File: src/rtl/ofs_pkg.sv
package ofs_pkg;
  typedef enum logic [1:0] {
    ST_IDLE   = 2'd0,
    ST_TIMING = 2'd1,
    ST_LATCH  = 2'd2
  } ofs_state_e;
endpackage

File: src/rtl/ofs_period_mon.sv
module ofs_period_mon #(
  parameter int unsigned CLEAN_PERIODS = 3
) (
  input  logic clk_i,
  input  logic rst_ni,
  input  logic clr_i,
  input  logic arm_i,
  input  logic ovl_i,
  input  logic tick_i,
  output logic clean_done_o
);
  localparam int unsigned CW = $clog2(CLEAN_PERIODS + 1);
  localparam logic [CW-1:0] LAST = CW'(CLEAN_PERIODS - 1);

  logic          seen_q;
  logic [CW-1:0] cnt_q;
  logic          faulty;

  // overload in the tick cycle belongs to the period that ends there
  assign faulty       = seen_q | ovl_i;
  assign clean_done_o = arm_i & tick_i & ~faulty & (cnt_q == LAST);

  always_ff @(posedge clk_i or negedge rst_ni) begin
    if (!rst_ni)      seen_q <= 1'b0;
    else if (clr_i)   seen_q <= 1'b0;
    else if (tick_i)  seen_q <= 1'b0;
    else if (ovl_i)   seen_q <= 1'b1;
  end

  always_ff @(posedge clk_i or negedge rst_ni) begin
    if (!rst_ni)               cnt_q <= '0;
    else if (clr_i || !arm_i)  cnt_q <= '0;
    else if (tick_i) begin
      if (faulty)              cnt_q <= '0;
      else if (clean_done_o)   cnt_q <= '0;
      else                     cnt_q <= cnt_q + 1'b1;
    end
  end
endmodule

File: src/rtl/ofs_timeout.sv
module ofs_timeout #(
  parameter int unsigned TIMEOUT_CYC = 3_750_000
) (
  input  logic clk_i,
  input  logic rst_ni,
  input  logic clr_i,
  input  logic run_i,
  output logic expire_o
);
  localparam int unsigned CW = $clog2(TIMEOUT_CYC + 1);
  localparam logic [CW-1:0] LAST = CW'(TIMEOUT_CYC - 1);

  logic [CW-1:0] cnt_q;

  assign expire_o = run_i & (cnt_q == LAST);

  always_ff @(posedge clk_i or negedge rst_ni) begin
    if (!rst_ni)               cnt_q <= '0;
    else if (clr_i || !run_i)  cnt_q <= '0;
    else if (cnt_q != LAST)    cnt_q <= cnt_q + 1'b1;  // saturate at expiry
  end
endmodule

File: src/rtl/ofs_fault_fsm.sv
module ofs_fault_fsm
  import ofs_pkg::*;
(
  input  logic       clk_i,
  input  logic       rst_ni,
  input  logic       clr_i,
  input  logic       ovl_i,
  input  logic       expire_i,
  input  logic       clean_done_i,
  output ofs_state_e state_o
);
  ofs_state_e state_q, state_d;

  always_comb begin
    state_d = state_q;
    unique case (state_q)
      ST_IDLE:   if (ovl_i) state_d = ST_TIMING;
      ST_TIMING: begin
        if (expire_i)          state_d = ST_LATCH;  // expiry beats clean clear
        else if (clean_done_i) state_d = ST_IDLE;
      end
      ST_LATCH:  state_d = ST_LATCH;
      default:   state_d = ST_IDLE;
    endcase
    if (clr_i) state_d = ST_IDLE;
  end

  always_ff @(posedge clk_i or negedge rst_ni) begin
    if (!rst_ni) state_q <= ST_IDLE;
    else         state_q <= state_d;
  end

  assign state_o = state_q;
endmodule

File: src/rtl/ovl_fault_supervisor.sv
module ovl_fault_supervisor
  import ofs_pkg::*;
#(
  parameter int unsigned TIMEOUT_CYC   = 3_750_000,
  parameter int unsigned CLEAN_PERIODS = 3
) (
  input  logic clk_i,
  input  logic rst_ni,
  input  logic ovl_i,
  input  logic period_tick_i,
  input  logic bo_shdn_i,
  input  logic uvlo_i,
  output logic drv_en_o,
  output logic timer_run_o,
  output logic fault_latched_o
);
  logic       clr;
  logic       run;
  logic       expire;
  logic       clean_done;
  ofs_state_e state;

  assign clr = bo_shdn_i | uvlo_i;
  assign run = (state == ST_TIMING);

  ofs_fault_fsm u_fsm (
    .clk_i        (clk_i),
    .rst_ni       (rst_ni),
    .clr_i        (clr),
    .ovl_i        (ovl_i),
    .expire_i     (expire),
    .clean_done_i (clean_done),
    .state_o      (state)
  );

  ofs_timeout #(.TIMEOUT_CYC(TIMEOUT_CYC)) u_tmr (
    .clk_i    (clk_i),
    .rst_ni   (rst_ni),
    .clr_i    (clr),
    .run_i    (run),
    .expire_o (expire)
  );

  ofs_period_mon #(.CLEAN_PERIODS(CLEAN_PERIODS)) u_pmon (
    .clk_i        (clk_i),
    .rst_ni       (rst_ni),
    .clr_i        (clr),
    .arm_i        (run),
    .ovl_i        (ovl_i),
    .tick_i       (period_tick_i),
    .clean_done_o (clean_done)
  );

  assign timer_run_o     = run;
  assign fault_latched_o = (state == ST_LATCH);
  assign drv_en_o        = ~(fault_latched_o | clr);
endmodule

File: config.mk
export PLATFORM = sky130hd
export DESIGN_NAME = ovl_fault_supervisor
export DESIGN_NICKNAME = d
export VERILOG_FILES = /design/src/rtl/ofs_pkg.sv /design/src/rtl/ofs_period_mon.sv /design/src/rtl/ofs_timeout.sv /design/src/rtl/ofs_fault_fsm.sv /design/src/rtl/ovl_fault_supervisor.sv
export SDC_FILE = /design/constraint.sdc
export NUM_CORES = 1
export LEC_CHECK = 0
export ABC_AREA = 1
export CORE_MARGIN = 2
export CORE_UTILIZATION = 42
export CTS_CLUSTER_SIZE = 20
export DETAILED_ROUTE_END_ITERATION = 10
export PLACE_DENSITY = 0.59
export SLEW_MARGIN = 40
export SYNTH_ARGS = -nofsm -noshare
export SYNTH_HDL_FRONTEND = slang
export SYNTH_HIERARCHICAL = 1
export SYNTH_SLANG_ARGS = --single-unit
File: constraint.sdc
create_clock -name clk_i -period 3.65 [get_ports clk_i]
set_input_delay 0.365 -clock clk_i [delete_from_list [all_inputs] [get_ports clk_i]]
set_output_delay 0.365 -clock clk_i [all_outputs]
set_load 0.01 [all_outputs]
Yosys cells after proc, flatten, opt, wreduce, memory -nomap -nowiden
Cells that the tools add are included.

Add/subtract/negate cells: 2. Equality and inequality tests: 7. Mux-type cells: 14. Bitwise operators: 9. Reductions and logical operators: 7.

Operators with widths (count): $mux 22 (2); $add 22x1->22 const B (1); $eq 22x22->1 const B (1); $ne 22x22->1 const B (1); $mux 2 (8); $pmux 2 s3 (1); $and 1x1->1 (4); $eq 2x2->1 const B (2); $ne 4x4->1 const B (1); $reduce_bool 2->1 (2); $mux 1 (3); $ne 3x3->1 const B (1); $or 1x1->1 (3); $reduce_bool 3->1 (1); $add 2x1->2 const B (1); $eq 2x1->1 const B (1); $logic_not 2->1 (1); $not 1->1 (2); $reduce_and 2->1 (1); $logic_not 1->1 (1); $logic_or 1x1->1 (1).

Flip-flop bits (word level): 27. Bits of input ports: 6. Output and inout bits: 3. Word-level logic and storage cells: 43.

Longest topological paths before layout
Word-level depth: 8. Mapped depth: 10. Mapped depth without buffers: 10.

Cells and area by module
Netlist, hierarchy kept.

Modules (own cells, without submodules): ofs_timeout (times used 1, cells each 214, area an instance 1472.7 µm², seq. area each 550.5 µm²); ofs_period_mon (times used 1, cells each 25, area an instance 172.7 µm², seq. area each 75.1 µm²); ofs_fault_fsm (times used 1, cells each 14, area an instance 100.1 µm², seq. area each 50.0 µm²); ovl_fault_supervisor (times used 1, cells each 8, area an instance 40.0 µm², seq. area each 0.0 µm²).

Least setup slack after synthesis
Ideal clock, no wire load.

Path kind: flip-flop to flip-flop. Start: register u_fsm.state_q[0], in the netlist u_fsm/state_o[0]. End: register u_tmr.cnt_q[4]. Library setup time: 63 ps. Arrival time: 1451 ps. Data required time: 3587 ps. Path slack: 2136 ps. Cell stages (with the launch flop): 9. Buffers on the path: 0. Period minus slack after synthesis: 1514 ps. Cells stage by stage: dfrtp_1 > inv_1 > nor2_1 > inv_1 > nor2_4 > clkinv_1 > nor2_1 > nand2_1 > inv_1.

Cells in the longest elaborated chain, start to end: 4. Elaborated cells between the ends (all ways): 5. Classes of those cells: eq/ne (1); mux (1); reduce/logical (3).

RTL lines: from (decl) (RTL line ofs_fault_fsm.sv:12) `ofs_state_e state_q, state_d;`; from (signal assigned) (RTL line ofs_fault_fsm.sv:30) `else state_q <= state_d;`; $eq 2x1->1 (*) (RTL line ovl_fault_supervisor.sv:24) `assign run = (state == ST_TIMING);`; named net timer_run_o (RTL line ovl_fault_supervisor.sv:14) `output logic timer_run_o,`; $logic_not 1->1 (*) (RTL line ofs_timeout.sv:19) `else if (clr_i || !run_i) cnt_q <= '0;`; $logic_or 1x1->1 (*) (RTL line ofs_timeout.sv:19); $mux 22 / $reduce_bool 2->1 (equally long branches); to (signal assigned) (RTL line ofs_timeout.sv:20) `else if (cnt_q != LAST) cnt_q <= cnt_q + 1'b1;`; to (decl) (RTL line ofs_timeout.sv:13) `logic [CW-1:0] cnt_q;`.

The timed path passes the listed nets; every way through them passes the cells marked *. A chain may end at the register's enable or synchronous reset.

Worst setup path after layout
Start: input port bo_shdn_i. End: output port drv_en_o.

Cells in the longest elaborated chain, start to end: 3.

RTL lines: from (decl) (RTL line ovl_fault_supervisor.sv:11) `input logic bo_shdn_i,`; $or 1x1->1 (RTL line ovl_fault_supervisor.sv:23) `assign clr = bo_shdn_i | uvlo_i;`; named net clr (RTL line ovl_fault_supervisor.sv:17) `logic clr;`; $or 1x1->1 (RTL line ovl_fault_supervisor.sv:56) `assign drv_en_o = ~(fault_latched_o | clr);`; $not 1->1 (RTL line ovl_fault_supervisor.sv:56); to (decl) (RTL line ovl_fault_supervisor.sv:13) `output logic drv_en_o,`.

The timed path passes the listed nets, and every way through them passes these cells.

==> flow_summary.json <==
{
  "ios": 9,
  "max_stage_delay_ns": 0.53,
  "synth_cell_types": 23,
  "crit_family": "buffers and inverters",
  "die_w_um": 69.2,
  "wl_per_cell_um": 11.7,
  "max_cap_viol_count": 0,
  "cts_sinks": 27,
  "power_frac_seq_pct": 59.7,
  "tightest_slew_ns": 0.377,
  "drcViolationCount": 0,
  "cp_max_fo": 7,
  "slowest_stage": "clkdlybuf4s50_1",
  "internal_power_mw": 0.392,
  "ir_drop_v": 0.000181,
  "multiInputGateArea_um2": 953,
  "fin_area_mm2": 0.00197,
  "setup_slack_ns": 1.62,
  "holdBufCountCts": 0,
  "switching_share_pct": 23.1,
  "cpMostUsedCell": "clkdlybuf4s50_1",
  "design.core.area_mm2": 0.00406,
  "yosys_warnings": 6,
  "area_growth_pct": 10.2,
  "grt_usage_pct": 17.5,
  "holdWs_ns": 0.455,
  "path_class": "in -> out",
  "cts-root-buf": "clkbuf_8",
  "postLayoutCoreUtil_pct": 48.5,
  "hold_viol": 0,
  "synth-seq-cells": 27,
  "grt_pass1_wl_um": 6890,
  "tns_ns": 0,
  "clock_path_buffers": 2,
  "drtAntennaViolNets": 0,
  "grt_pass1_vias": 1518,
  "min_period_over_period_pct": 55.7,
  "outcome": "finished clean",
  "drt-total-wl_um": 3770,
  "clk_latency_ns": 0.27,
  "fin_cells": 323,
  "die_h_um": 69.2,
  "fmax_mhz": 492,
  "grt_overflow": 0,
  "placed_cells": 319,
  "finalMaxSlewViolations": 0,
  "cp-start-kind": "primary input",
  "synth_area_mm2": 0.00179,
  "power_density_mw_per_mm2": 259,
  "grt_start_max_net_pins": 28,
  "avgSynthCellArea_um2": 6.84,
  "p_total_mw": 0.510,
  "placed_area_mm2": 0.00192,
  "crit_path_end_kind": "output port",
  "clockPowerShare_pct": 33.0,
  "cp.buffers_inverters": 3,
  "viasPerCell": 4.76,
  "netlist_top_cells_area": "dfrtp_1 38%, nand2_1 15%, nor2_1 9.7%, inv_1 7.1%, nor2_4 4.4%",
  "cts.repair.resized": 0,
  "dp_slack_ns": 1.54,
  "num_vias": 1539,
  "cts_setup_buffers": 0,
  "switchingPower_mw": 0.118,
  "diodes": 0,
  "cp.required_ns": 3.28,
  "power_leakage_nw": 0.850,
  "yosysTopAreaCell": "dfrtp_1",
  "dieArea_mm2": 0.00479,
  "drt_iter0_drc": 114,
  "setup_viol": 0,
  "htree_num_levels": 1,
  "dpl.hpwl_um": 3020,
  "seq_area_um2": 676,
  "clk_pin_slew_worst_paths_ns": 0.09,
  "dr.pass1.iters": 4,
  "netlist_instances": 261,
  "start_util_pct": 44.0,
  "cp.arrival_ns": 1.67,
  "place.gp.congestion": 0.812,
  "n_fill_cell": 427,
  "synth_top_area_share_pct": 37.8,
  "fin_crit_ns": 2.03,
  "path_cells": "clkdlybuf4s50_1 -> inv_1 -> nand2_1 -> nor2_2 -> clkdlybuf4s50_1",
  "rsz0062_at_grt": "false",
  "grt_antenna_before_repair": 0,
  "hp-class": "in -> async",
  "fin_nets": 281,
  "portBuffers": 8,
  "cts_tree": "done",
  "slew_headroom_pct": 74.8,
  "cts_inserted_buffers": 3,
  "pwr-share-comb_pct": 7.3,
  "drive_gt1_share_pct": 12.8,
  "skew_ns": 0.00296,
  "syn_nets": 268,
  "ys_seq_area_share_pct": 37.8,
  "rows": 23
}
-- kinds of logic (layout without fill, tap and decap cells) --
| family | Yosys count | count (layout) | share of synthesized area [%] |
|---|---|---|---|
| simple gates | 174 | 174 | 46.3 |
| buf+inv | 39 | 51 | 8.76 |
| flops | 27 | 27 | 37.8 |
| compound gates | 16 | 16 | 4.48 |
| xor+xnor | 4 | 4 | 1.96 |
| fa+ha+maj | 1 | 1 | 0.701 |
-- metal layers --
layer,track usage (%),routed length [µm]
met1,26.9,2060
met2,25.7,1560
met3,2.03,123
met4,5.23,26
met5,0,0
-- path summary, 6_finish.rpt --
path,startpoint,end,slack [ns],depth (start not counted)
max,bo_shdn_i,drv_en_o,1.62,5
min,rst_ni,u_tmr/cnt_q[21]$_DFFE_PN0P_,0.46,2
max reg2reg,u_fsm/state_o[0]$_DFFE_PN0P_,u_tmr/cnt_q[7]$_DFFE_PN0P_,1.72,6
min reg2reg,u_tmr/cnt_q[10]$_DFFE_PN0P_,u_tmr/cnt_q[10]$_DFFE_PN0P_,0.52,1
max in group asynchronous,rst_ni,u_tmr/cnt_q[4]$_DFFE_PN0P_,2.93,2
min in group clk_i,u_tmr/cnt_q[10]$_DFFE_PN0P_,u_tmr/cnt_q[10]$_DFFE_PN0P_,0.52,1
-- cell type report --
class / instances / share of cell area [%]
flip-flops and latches: 27 / 34.3
inverters: 38 / 7.25
multi-input cells: 195 / 48.4
clock buffers: 3 / 2.10
repair buffers: 9 / 4.45
clock inverters: 1 / 0.254
well taps: 50 / 3.18
-- layout by cell type, fill, tap and decap left out, drive strengths merged, types with 2 or more instances in the layout --
cell	n
a21oi	9
clkbuf	3
clkdlybuf4s50	8
clkinv	2
dfrtp	27
inv	37
nand2	80
nand3	13
nand4	9
nor2	63
nor3	8
o21ai	7
xor2	3
-- power by group through the flow --
stage	sequential, mW	combinational [mW]	clock [mW]
after floorplan	0.309	0.0189	0
after global placement	0.310	0.0382	0
after detailed placement	0.310	0.0384	0
after CTS	0.304	0.0385	0.177
after global routing	0.305	0.0431	0.188
final	0.304	0.0374	0.168
-- cell usage after synthesis, drive strengths merged --
| master | instances |
|---|---|
| xor2 | 3 |
| nand2 | 80 |
| nand4 | 9 |
| nand3 | 13 |
| ha | 1 |
| clkinv | 1 |
| nor3 | 8 |
| o21ai | 7 |
| inv | 37 |
| nor2 | 63 |
| clkbuf | 1 |
| or2 | 1 |
| a21oi | 9 |
| dfrtp | 27 |
| xnor2 | 1 |
-- worst reg2reg max path, stage by stage, from the launching register on --
cell and delay [ns]:
dfrtp_1 0.45, inv_1 0.06, nor2_1 0.27, inv_1 0.14, nor2_4 0.33, clkinv_1 0.35, nor3_1 0.26
-- registers in the layout, summed over array words and instances (netlist names) --
signal	cells
u_tmr/cnt_q	22
u_pmon/seen_q	1
u_fsm/state_o	2
u_pmon/cnt_q	2
No activity file was read; power rests on OpenSTA's default activity.
